$ cat src/rtl/bpkt_pkg.sv
package bpkt_pkg;
    localparam int ADDR_W     = 36;
    localparam int CHUNK_LOG2 = 3;
    localparam int LINE_LOG2  = 6;
    localparam int PIN_W      = ADDR_W - CHUNK_LOG2;
    localparam int KIND_W     = 5;
    localparam int MT_W       = 3;
    localparam int LEN_W      = 2;
    localparam int BE_W       = 1 << CHUNK_LOG2;
    localparam int PKB_W      = MT_W + LEN_W + BE_W;

    localparam logic [MT_W-1:0]  MT_UC = 3'b000;
    localparam logic [MT_W-1:0]  MT_WC = 3'b001;
    localparam logic [MT_W-1:0]  MT_WT = 3'b100;
    localparam logic [MT_W-1:0]  MT_WP = 3'b110;
    localparam logic [MT_W-1:0]  MT_WB = 3'b111;
    localparam logic [LEN_W-1:0] LEN_LINE = 2'b11;

    typedef enum logic [1:0] {
        ERR_NONE = 2'd0,
        ERR_ATTR = 2'd1,
        ERR_WB   = 2'd2,
        ERR_UC   = 2'd3
    } err_e;

    typedef enum logic [1:0] {
        PH_IDLE,
        PH_HOLD,
        PH_PKTA,
        PH_PKTB
    } phase_e;

    typedef struct packed {
        logic [ADDR_W-1:0] addr;
        logic [KIND_W-1:0] kind;
        logic [MT_W-1:0]   mtype;
        logic [LEN_W-1:0]  len;
        logic [BE_W-1:0]   be;
    } desc_t;

    function automatic logic mtype_known(input logic [MT_W-1:0] mt);
        return (mt == MT_UC) || (mt == MT_WC) || (mt == MT_WT) ||
               (mt == MT_WP) || (mt == MT_WB);
    endfunction

    function automatic logic [2*BE_W-1:0] lane_spread(input logic [BE_W-1:0] be,
                                                      input logic [CHUNK_LOG2-1:0] off);
        logic [2*BE_W-1:0] wide;
        wide = {{BE_W{1'b0}}, be};
        return wide << off;
    endfunction
endpackage

$ cat src/rtl/bpkt_check.sv
module bpkt_check
    import bpkt_pkg::*;
(
    input  desc_t           desc,
    output err_e            code,
    output logic [BE_W-1:0] lanes
);
    logic [2*BE_W-1:0] spread;
    logic              wb_bad;
    logic              uc_bad;

    always_comb begin
        spread = lane_spread(desc.be, desc.addr[CHUNK_LOG2-1:0]);
        wb_bad = (desc.addr[LINE_LOG2-1:0] != '0) || (desc.len != LEN_LINE);
        uc_bad = (desc.be == '0) || (spread[2*BE_W-1:BE_W] != '0);
        lanes  = (desc.mtype == MT_UC) ? spread[BE_W-1:0] : desc.be;
        if (!mtype_known(desc.mtype))
            code = ERR_ATTR;
        else if (desc.mtype == MT_WB && wb_bad)
            code = ERR_WB;
        else if (desc.mtype == MT_UC && uc_bad)
            code = ERR_UC;
        else
            code = ERR_NONE;
    end
endmodule

$ cat src/rtl/bpkt_seq.sv
module bpkt_seq
    import bpkt_pkg::*;
(
    input  logic   clk,
    input  logic   rst,
    input  logic   in_valid,
    input  err_e   chk_code,
    input  logic   bus_grant,
    output logic   in_ready,
    output logic   load,
    output phase_e phase,
    output logic   err_valid,
    output err_e   err_code
);
    phase_e phase_q;
    logic   take;

    assign in_ready = (phase_q == PH_IDLE);
    assign take     = in_valid && in_ready;
    assign load     = take && (chk_code == ERR_NONE);
    assign phase    = phase_q;

    always_ff @(posedge clk) begin
        if (rst) begin
            phase_q   <= PH_IDLE;
            err_valid <= 1'b0;
            err_code  <= ERR_NONE;
        end else begin
            err_valid <= take && (chk_code != ERR_NONE);
            err_code  <= take ? chk_code : ERR_NONE;
            unique case (phase_q)
                PH_IDLE: if (load) phase_q <= PH_HOLD;
                PH_HOLD: if (bus_grant) phase_q <= PH_PKTA;
                PH_PKTA: phase_q <= PH_PKTB;
                PH_PKTB: phase_q <= PH_IDLE;
                default: phase_q <= PH_IDLE;
            endcase
        end
    end
endmodule

$ cat src/rtl/bpkt_pins.sv
module bpkt_pins
    import bpkt_pkg::*;
(
    input  phase_e            phase,
    input  desc_t             held,
    input  logic [BE_W-1:0]   held_lanes,
    output logic              pkt_start,
    output logic [PIN_W-1:0]  pin_addr,
    output logic [KIND_W-1:0] pin_req
);
    logic [PKB_W-1:0] pkt_b;

    assign pkt_b = {held_lanes, held.len, held.mtype};

    always_comb begin
        pkt_start = 1'b0;
        pin_addr  = '0;
        pin_req   = '0;
        case (phase)
            PH_PKTA: begin
                pkt_start = 1'b1;
                pin_addr  = held.addr[ADDR_W-1:CHUNK_LOG2];
                pin_req   = held.kind;
            end
            PH_PKTB: pin_addr = {{(PIN_W-PKB_W){1'b0}}, pkt_b};
            default: ;
        endcase
    end
endmodule

$ cat src/rtl/bus_req_gen.sv
module bus_req_gen
    import bpkt_pkg::*;
(
    input  logic                clk,
    input  logic                rst,
    input  logic                in_valid,
    output logic                in_ready,
    input  logic [ADDR_W-1:0]   in_addr,
    input  logic [KIND_W-1:0]   in_kind,
    input  logic [MT_W-1:0]     in_mtype,
    input  logic [LEN_W-1:0]    in_len,
    input  logic [BE_W-1:0]     in_be,
    input  logic                bus_grant,
    output logic                pkt_start,
    output logic [PIN_W-1:0]    pin_addr,
    output logic [KIND_W-1:0]   pin_req,
    output logic                err_valid,
    output logic [1:0]          err_code
);
    desc_t           desc_in;
    desc_t           held_q;
    logic [BE_W-1:0] lanes_in;
    logic [BE_W-1:0] lanes_q;
    err_e            chk_code;
    err_e            err_code_e;
    logic            load;
    phase_e          phase;

    assign desc_in = '{addr: in_addr, kind: in_kind, mtype: in_mtype,
                       len: in_len, be: in_be};

    bpkt_check u_check (
        .desc  (desc_in),
        .code  (chk_code),
        .lanes (lanes_in)
    );

    bpkt_seq u_seq (
        .clk       (clk),
        .rst       (rst),
        .in_valid  (in_valid),
        .chk_code  (chk_code),
        .bus_grant (bus_grant),
        .in_ready  (in_ready),
        .load      (load),
        .phase     (phase),
        .err_valid (err_valid),
        .err_code  (err_code_e)
    );

    always_ff @(posedge clk) begin
        if (rst) begin
            held_q  <= '0;
            lanes_q <= '0;
        end else if (load) begin
            held_q  <= desc_in;
            lanes_q <= lanes_in;
        end
    end

    bpkt_pins u_pins (
        .phase      (phase),
        .held       (held_q),
        .held_lanes (lanes_q),
        .pkt_start  (pkt_start),
        .pin_addr   (pin_addr),
        .pin_req    (pin_req)
    );

    assign err_code = err_code_e;
endmodule

$ cat config.mk
export PLATFORM = sky130hd
export DESIGN_NAME = bus_req_gen
export DESIGN_NICKNAME = d
export VERILOG_FILES = /design/src/rtl/bpkt_pkg.sv /design/src/rtl/bpkt_check.sv /design/src/rtl/bpkt_seq.sv /design/src/rtl/bpkt_pins.sv /design/src/rtl/bus_req_gen.sv
export SDC_FILE = /design/constraint.sdc
export NUM_CORES = 1
export LEC_CHECK = 0
export ABC_AREA = 1
export BUFFER_PORTS_ARGS = -buffer_cell sky130_fd_sc_hd__buf_2
export CORE_ASPECT_RATIO = 1.5
export CORE_MARGIN = 8
export CORE_UTILIZATION = 52
export DETAILED_ROUTE_END_ITERATION = 16
export GPL_ROUTABILITY_DRIVEN = 0
export GPL_TIMING_DRIVEN = 0
export PLACE_DENSITY = 0.84
export SLEW_MARGIN = 20
export SYNTH_ARGS = -nofsm -noshare
export SYNTH_HDL_FRONTEND = slang
export SYNTH_HIERARCHICAL = 1
export SYNTH_SLANG_ARGS = --single-unit
$ cat constraint.sdc
create_clock -name clk -period 3.35 [get_ports clk]
set_input_delay 0.67 -clock clk [delete_from_list [all_inputs] [get_ports clk]]
set_output_delay 0.67 -clock clk [all_outputs]
set_load 0.005 [all_outputs]
==> metrics.yaml, run 1 <==
layout:
  utilization_pct: 64.3
  nFillCells: 598
  drive_above_1_share_pct: 21.2
  num_antenna_cells: 0
  final_nets: 724
  area_delta_synth_final_pct: 20.8
  design_area_mm2: 0.00394
sta:
  rsz0062_at_grt: "no"
  setup_tns_ns: 0
  worstMarginPinSlew_ns: 0.470
  min_period_over_period_pct: 70.4
  fin_hold_ws_ns: 0.473
  maxSlewViolCount: 0
  slew_headroom_pct: 68.7
  finalSetupViolations: 0
  finClkSkew_ns: 0.00263
  hold_viol_final: 0
  min_period_ns: 2.36
  timing.fmax_mhz: 424
detailed_routing:
  drc: 0
  drt-total-wl_um: 8390
  ant_nets: 0
  drt_iter0_drc: 151
  via_count: 3489
  via_per_inst: 4.73
  dr.pass1.iters: 4
  wl_per_cell_um: 11.4
worst_setup_path:
  cp-end-kind: "flip-flop"
  required_ns: 3.59
  path_cells: "buf_2 -> buf_4 -> nor2_1 -> nand2_1 -> o21ai_0 -> nand3_1 -> nor2_2 -> nand2_1 -> inv_1 -> buf_2 -> buf_6 -> buf_6 -> nor2_1 -> nor2_1"
  critPathLaunchType: "primary input"
  critPathMaxStageDelay_ns: 0.30
  arrival_ns: 2.59
  cpMaxStageDelayCell: "o21ai_0"
  crit_buf_inv: 6
  path_delay_family: "buffers and inverters"
  cpMostUsedCell: "nor2_1"
  path_class: "primary input to flip-flop"
  critical_path.max_fanout: 10
pwr:
  power_density_mw_per_mm2: 491
  ir_worst_vdd_mv: 0.185
  leakagePower_nw: 2.26
clock_tree:
  cts-root-buf: "clkbuf_8"
  ctsHoldBuffers: 0
  cts_buffer_depth: 2
  numCtsBuffers: 5
  cts_num_sinks: 56
  clk-insertion-delay-late_ns: 0.30
  htreeDepth: 2
  ctsResizeCount: 0
  cts_setup_buffers: 0
  clkSlewWorstSetupHoldPaths_ns: 0.09
  tritoncts: "done"
die:
  die_area_mm2: 0.00912
  coreArea_mm2: 0.00613
  num_io_pins: 101
  start_util_pct: 53.2
  rows: 35
  die_w_um: 80.7
  chipHeight_um: 113
logic_synthesis:
  synth_cells: 557
  synth_fp_nets: 618
  synth_area_mm2: 0.00326
  avgSynthCellArea_um2: 5.86
  yosys_warnings: 6
flow_run:
  maxCapViolCount: 0
outcome:
  status: "finished clean"
hold_path:
  hold_path_class: "flip-flop to flip-flop"
grt:
  grt_overflow: 0
  antenna_found_initial: 0
  grt_pass1_vias: 3304
  grt_max_degree: 16
  grt_pass1_wl_um: 13900
  grt_usage_pct: 18.2
placed_design:
  place_area_mm2: 0.00385
  dp_hpwl_um: 6910
  io_buffers: 99
[where the power goes]
| group | leakage, nW | internal [mW] | switching [mW] |
|---|---|---|---|
| combinational | 1.76 | 0.291 | 0.420 |
| sequential | 0.459 | 0.788 | 0.0691 |
| clock | 0.0455 | 0.169 | 0.198 |
[flip-flops by register name, summed over array words and instances (netlist names)]
signal	cells
lanes_q	8
u_seq/phase	2
u_seq/err_valid	1
u_seq/err_code	2
held_q	43
[tightest hold or removal path, delay by kind of cell, from the launching register on]
family           cells  cell delay [ns]
and+or+nand+nor      2             0.13
DFF                  1             0.32
[area by class of cell]
class,instances,area [µm²],share of cell area [%]
Tap cell,74,92.6,2.35
Buffer,29,214,5.43
Inverter,102,383,9.71
Clock buffer,8,90.1,2.28
Sequential cell,56,1120,28.4
Multi-Input combinational cell,370,1550,39.2
Timing Repair Buffer,99,495,12.6
[routing by layer]
layer / track usage, % / share of wire (%) / routed length (µm)
met5: 0 / 0 / 0
met4: 7.19 / 2.9 / 246
met3: 2.94 / 7.6 / 637
met2: 34.6 / 52 / 4350
met1: 18.6 / 38 / 3150
[cells in the final DEF (no fill, tap or decap), types with 6 or more instances in the layout]
master	instances
clkbuf_8	6
nand2_1	156
nor2_1	140
o21ai_0	8
dfxtp_1	56
nand3_1	45
buf_2	107
clkbuf_1	7
buf_6	10
inv_1	96
[per-stage QoR]
stage	power, mW	worst slack [ns]	std cells
floorplan	1.37	1.16	557
global route	2.08	0.815	738
finish	1.94	0.991	738
CTS	1.94	1.00	738
detailed placement	1.58	0.687	730
global placement	1.55	0.717	730
[path summary, 6_finish.rpt]
path	to	cells past startpoint	slack, ns	start
worst max-delay path	held_q[23]	14	0.99	in_addr[0]
worst min-delay path	held_q[50]	2	0.47	held_q[50]
worst max register to register	held_q[9]	11	1.48	u_seq/phase[0]
worst min register to register	held_q[50]	2	0.47	held_q[50]
(Power assumes the default switching activity.)
==> run 2, diff against run 1 <==
--- a/config.mk
+++ b/config.mk
@@ -5,7 +5,7 @@
 export SDC_FILE = /design/constraint.sdc
 export NUM_CORES = 1
 export LEC_CHECK = 0
-export ABC_AREA = 1
+export ABC_AREA = 0
 export BUFFER_PORTS_ARGS = -buffer_cell sky130_fd_sc_hd__buf_2
 export CORE_ASPECT_RATIO = 1.5
 export CORE_MARGIN = 8
@@ -13,7 +13,7 @@
 export DETAILED_ROUTE_END_ITERATION = 16
 export GPL_ROUTABILITY_DRIVEN = 0
 export GPL_TIMING_DRIVEN = 0
-export PLACE_DENSITY = 0.84
+export PLACE_DENSITY = 0.86
 export SLEW_MARGIN = 20
 export SYNTH_ARGS = -nofsm -noshare
 export SYNTH_HDL_FRONTEND = slang
==> constraint.sdc (replaced) <==
create_clock -name clk -period 2.2 [get_ports clk]
set_input_delay 0.44 -clock clk [delete_from_list [all_inputs] [get_ports clk]]
set_output_delay 0.44 -clock clk [all_outputs]
set_load 0.005 [all_outputs]
==> metrics.yaml, run 2 <==
outcome:
  status: "finished with violations"
  violations: "setup timing"
clock_tree:
  clk-insertion-delay-late_ns: 0.30
  htreeDepth: 2
  cts_buffer_depth: 2
  clkSlewWorstSetupHoldPaths_ns: 0.10
  cts_num_sinks: 56
  numCtsBuffers: 5
  cts-root-buf: "clkbuf_8"
  tritoncts: "done"
die:
  coreArea_mm2: 0.00545
  rows: 33
  start_util_pct: 53.8
  die_w_um: 77.3
  num_io_pins: 101
  die_area_mm2: 0.00835
  chipHeight_um: 108
sta:
  min_period_ns: 2.38
  fin_hold_ws_ns: 0.366
  slew_headroom_pct: 67.2
  min_period_over_period_pct: 108
  worst_slack_ns: -0.178
  setup_tns_ns: -6.70
  rsz0062_at_grt: "yes"
  maxSlewViolCount: 0
  finalSetupViolations: 53
  finClkSkew_ns: 0.00859
  timing.fmax_mhz: 420
  worstMarginPinSlew_ns: 0.493
  hold_viol_final: 0
layout:
  stdcell_count: 494
  design_area_mm2: 0.00394
  largest-register: "held_q"
  most-common-layout-cells: "buf_2, mux2i_1, nor2_1, dfxtp_1, and2_1"
  area_delta_synth_final_pct: 34.3
  final_nets: 484
  multi_input_area_mm2: 0.00164
  nFillCells: 430
  register_area_mm2: 0.00112
  top_regs: "held_q (43), lanes_q (8)"
  drive_above_1_share_pct: 36.1
  largest_reg_flops: 43
  num_antenna_cells: 0
  utilization_pct: 72.2
  mostFrequentLayoutCell: "buf_2"
pwr:
  ir_worst_vdd_mv: 0.521
  leakagePower_nw: 1.77
  power_density_mw_per_mm2: 776
  p_total_mw: 3.06
grt:
  grt_overflow: 0
  grt_usage_pct: 18.5
  antenna_found_initial: 0
  grt_pass1_vias: 2752
  grt_max_degree: 17
  grt_pass1_wl_um: 12900
detailed_routing:
  drt_iter0_drc: 113
  via_count: 2584
  dr.pass1.iters: 4
  ant_nets: 0
  via_per_inst: 5.23
  drt-total-wl_um: 7930
  wl_per_cell_um: 16.1
  drc: 0
logic_synthesis:
  synth_cells: 305
  yosys_warnings: 6
  avgSynthCellArea_um2: 9.62
  synth_area_mm2: 0.00293
  synth_fp_nets: 366
hold_path:
  holdPathEnd: "held_q[28]"
  holdPathStages: 3
  hold_path_class: "primary input to flip-flop"
  worstHoldStart: "in_addr[10]"
worst_setup_path:
  critical_path.max_fanout: 6
  reg2reg_slack_ns: 0.31
  cp-end-kind: "flip-flop"
  rr_worst_depth: 9
  path_class: "primary input to flip-flop"
  path_cells: "buf_8 -> mux4_2 -> or2_4 -> o311ai_4 -> nand3_2 -> nor3_2 -> buf_6 -> buf_12 -> buf_12 -> mux2i_1 -> nor2_1"
  rr_startpoint: "u_seq/phase[1]"
  arrival_ns: 2.58
  cpMaxStageDelayCell: "mux4_2"
  r2r_end: "held_q[12]"
  critPathMaxStageDelay_ns: 0.47
  required_ns: 2.40
  critPathLaunchType: "primary input"
  cpMostUsedCell: "buf_12"
placed_design:
  dp_hpwl_um: 5870
  io_buffers: 99
  pre_cts_ws_ns: -0.634
  dp.cells: 474
  place_area_mm2: 0.00352
flow_run:
  maxCapViolCount: 0
[run 2: worst max-delay path by stage]
stage	from	endpoint	slack, ns	depth (start not counted)
6_report	in_be[4]	held_q[12]	-0.18	11
5_1_grt	in_addr[0]	held_q[13]	-0.26	11
4_1_cts	in_addr[0]	lanes_q[3]	-0.15	11
3_5_place_dp	in_addr[0]	held_q[31]	-0.63	11
3_3_place_gp	in_addr[0]	held_q[25]	-0.53	10
2_1_floorplan	in_addr[0]	held_q[22]	-0.21	9
[run 2: cell type report]
| type | count | share of cell area, % |
|---|---|---|
| repair buffers | 112 | 18.7 |
| inverters | 4 | 0.381 |
| clock buffers | 7 | 2.45 |
| plain buffers | 22 | 5.27 |
| well taps | 70 | 2.22 |
| clock inverters | 1 | 0.763 |
| multi-input cells | 222 | 41.7 |
| flip-flops and latches | 56 | 28.5 |
[run 2: where the power goes]
part	leakage, nW	internal [mW]	switching, mW
combinational	1.25	0.621	0.520
clock	0.0645	0.402	0.321
sequential	0.456	1.12	0.0682
[run 2: worst max-delay path: cells and delay by family]
family                 cells  cell delay [ns]
buffers and inverters      4             0.54
multiplexers               2             0.68
AO/OA/AOI/OAI              1             0.28
AND/OR/NAND/NOR            4             0.65
[run 2: per-layer routing]
| layer | GRT usage (%) | wire (µm) | vias up |
|---|---|---|---|
| met2 | 34.3 | 4150 | 103 |
| met1 | 19.0 | 3050 | 1201 |
| met5 | 0 | 0 | - |
| li1 | - | - | 1265 |
| met3 | 5.48 | 567 | 15 |
| met4 | 7.05 | 169 | 0 |
[run 2: repair_timing]
action,CTS,global route
resized for setup,27,9
gates cloned,2,2
pin swaps,4,10
setup buffers,8,2
endpoints found under the setup margin,53,53
hold buffers,0,0
==> run 3, diff against run 2 <==
==> constraint.sdc (replaced) <==
create_clock -name clk -period 2.85 [get_ports clk]
set_input_delay 0.57 -clock clk [delete_from_list [all_inputs] [get_ports clk]]
set_output_delay 0.57 -clock clk [all_outputs]
set_load 0.005 [all_outputs]
==> metrics.yaml, run 3 (synthesis results as in run 2) <==
outcome:
  status: "finished clean"
detailed_routing:
  drt_iter0_drc: 79
  ant_nets: 0
  dr.pass1.iters: 4
  drc: 0
  via_per_inst: 5.16
  drt-total-wl_um: 7280
  via_count: 2489
  wl_per_cell_um: 15.1
placed_design:
  place_area_mm2: 0.00352
  io_buffers: 99
  dp_hpwl_um: 5860
die:
  start_util_pct: 53.8
  die_w_um: 77.3
  chipHeight_um: 108
  coreArea_mm2: 0.00545
  die_area_mm2: 0.00835
  rows: 33
  num_io_pins: 101
clock_tree:
  tritoncts: "done"
  clk-insertion-delay-late_ns: 0.30
  cts_num_sinks: 56
  htreeDepth: 2
  numCtsBuffers: 5
  clkSlewWorstSetupHoldPaths_ns: 0.10
  cts-root-buf: "clkbuf_8"
  cts_setup_buffers: 0
  cts_buffer_depth: 2
sta:
  min_period_over_period_pct: 95.3
  finClkSkew_ns: 0.00449
  finalSetupViolations: 0
  rsz0062_at_grt: "no"
  timing.fmax_mhz: 368
  hold_viol_final: 0
  min_period_ns: 2.72
  slew_headroom_pct: 67.0
  maxSlewViolCount: 0
  worstMarginPinSlew_ns: 0.495
grt:
  grt_pass1_wl_um: 11900
  grt_usage_pct: 17.1
  grt_max_degree: 19
  antenna_found_initial: 0
  grt_pass1_vias: 2515
  grt_overflow: 0
layout:
  design_area_mm2: 0.00361
  drive_above_1_share_pct: 32.3
  num_antenna_cells: 0
  largest_reg_flops: 43
  multi_input_area_mm2: 0.00160
  largest-register: "held_q"
  register_area_mm2: 0.00112
  most-common-layout-cells: "buf_2, mux2i_1, nor2_1, dfxtp_1, and2_1"
  mostFrequentLayoutCell: "buf_2"
  final_nets: 472
  top_regs: "held_q (43), lanes_q (8)"
  area_delta_synth_final_pct: 23.2
  nFillCells: 454
worst_setup_path:
  rr_startpoint: "u_seq/phase[1]"
  r2r_end: "held_q[27]"
  path_delay_family: "simple AND/OR/NAND/NOR gates"
  arrival_ns: 2.91
  path_cells: "buf_2 -> mux4_2 -> or2_1 -> o311ai_2 -> nand3_1 -> nor3_1 -> buf_6 -> buf_8 -> mux2i_1 -> nor2_1"
  path_class: "primary input to flip-flop"
  required_ns: 3.05
  cpMaxStageDelayCell: "mux4_2"
  cp-end-kind: "flip-flop"
  crit_buf_inv: 3
  critical_path.max_fanout: 10
  critPathLaunchType: "primary input"
  rr_worst_depth: 8
  reg2reg_slack_ns: 1.06
  critPathMaxStageDelay_ns: 0.50
hold_path:
  holdPathEnd: "held_q[50]"
  worstHoldStart: "held_q[50]"
  hold_path_class: "flip-flop to flip-flop"
  holdPathStages: 2
pwr:
  power.share.sequential_pct: 44.1
  p_sw_mw: 0.668
  combPwrFrac_pct: 35.1
  intPower_mw: 1.42
  leakagePower_nw: 1.63
  power_frac_clock_pct: 20.8
  p_total_mw: 2.08
  ir_worst_vdd_mv: 0.298
  netSwitchingFraction_pct: 32.1
  power_density_mw_per_mm2: 576
flow_run:
  maxCapViolCount: 0
## run 3: power by group through the flow
stage / combinational [mW] / sequential, mW / clock, mW
after global routing: 0.792 / 0.931 / 0.484
final: 0.731 / 0.919 / 0.433
after detailed placement: 0.731 / 0.937 / 0
after floorplan: 0.554 / 0.921 / 0
after CTS: 0.732 / 0.919 / 0.447
after global placement: 0.708 / 0.932 / 0
## run 3: how the worst max path moves through the flow
stage / startpoint / to / slack, ns / cells after the start
6_report: in_addr[0] / held_q[27] / 0.13 / 10
5_1_grt: in_addr[0] / held_q[27] / 0.03 / 10
4_1_cts: in_addr[0] / held_q[27] / 0.13 / 10
3_5_place_dp: in_addr[0] / held_q[27] / -0.19 / 10
3_3_place_gp: in_addr[0] / held_q[28] / -0.11 / 10
2_1_floorplan: in_addr[0] / held_q[22] / 0.21 / 9
## run 3: routing by layer
metal  part of all wire [%]  track usage [%]
met5                      0                0
met4                    1.7             6.10
met3                    6.2             3.82
met2                     53             33.4
met1                     39             17.2
## run 3: area by class of cell
type	instances	share of cell area [%]
Buffer	23	5.64
Clock buffer	5	1.90
Clock inverter	3	0.658
Inverter	4	0.416
Multi-Input combinational cell	222	44.2
Sequential cell	56	31.0
Tap cell	70	2.42
Timing Repair Buffer	99	13.7
## run 3: what timing repair did
item	4_1_cts	5_1_grt
hold buffers	0	0
gates resized for setup	0	1
setup endpoints to repair	0	1
## run 3: stage by stage
step	std cells	setup WS (ns)	hold WS, ns	TNS (ns)	util (%)
after CTS	482	0.130	0.488	0	66.2
after floorplan	305	0.206	0.452	0	-
after global routing	482	0.0312	0.492	0	66.3
after detailed placement	474	-0.187	0.471	-6.58	64.5
final	482	0.133	0.494	0	66.3
after global placement	474	-0.113	0.463	-4.38	64.5
## run 3: tightest hold or removal path, cell delays in order, from the launching register on
cell,delay [ns]
dfxtp_1,0.33
mux2i_1,0.06
nor2_1,0.07
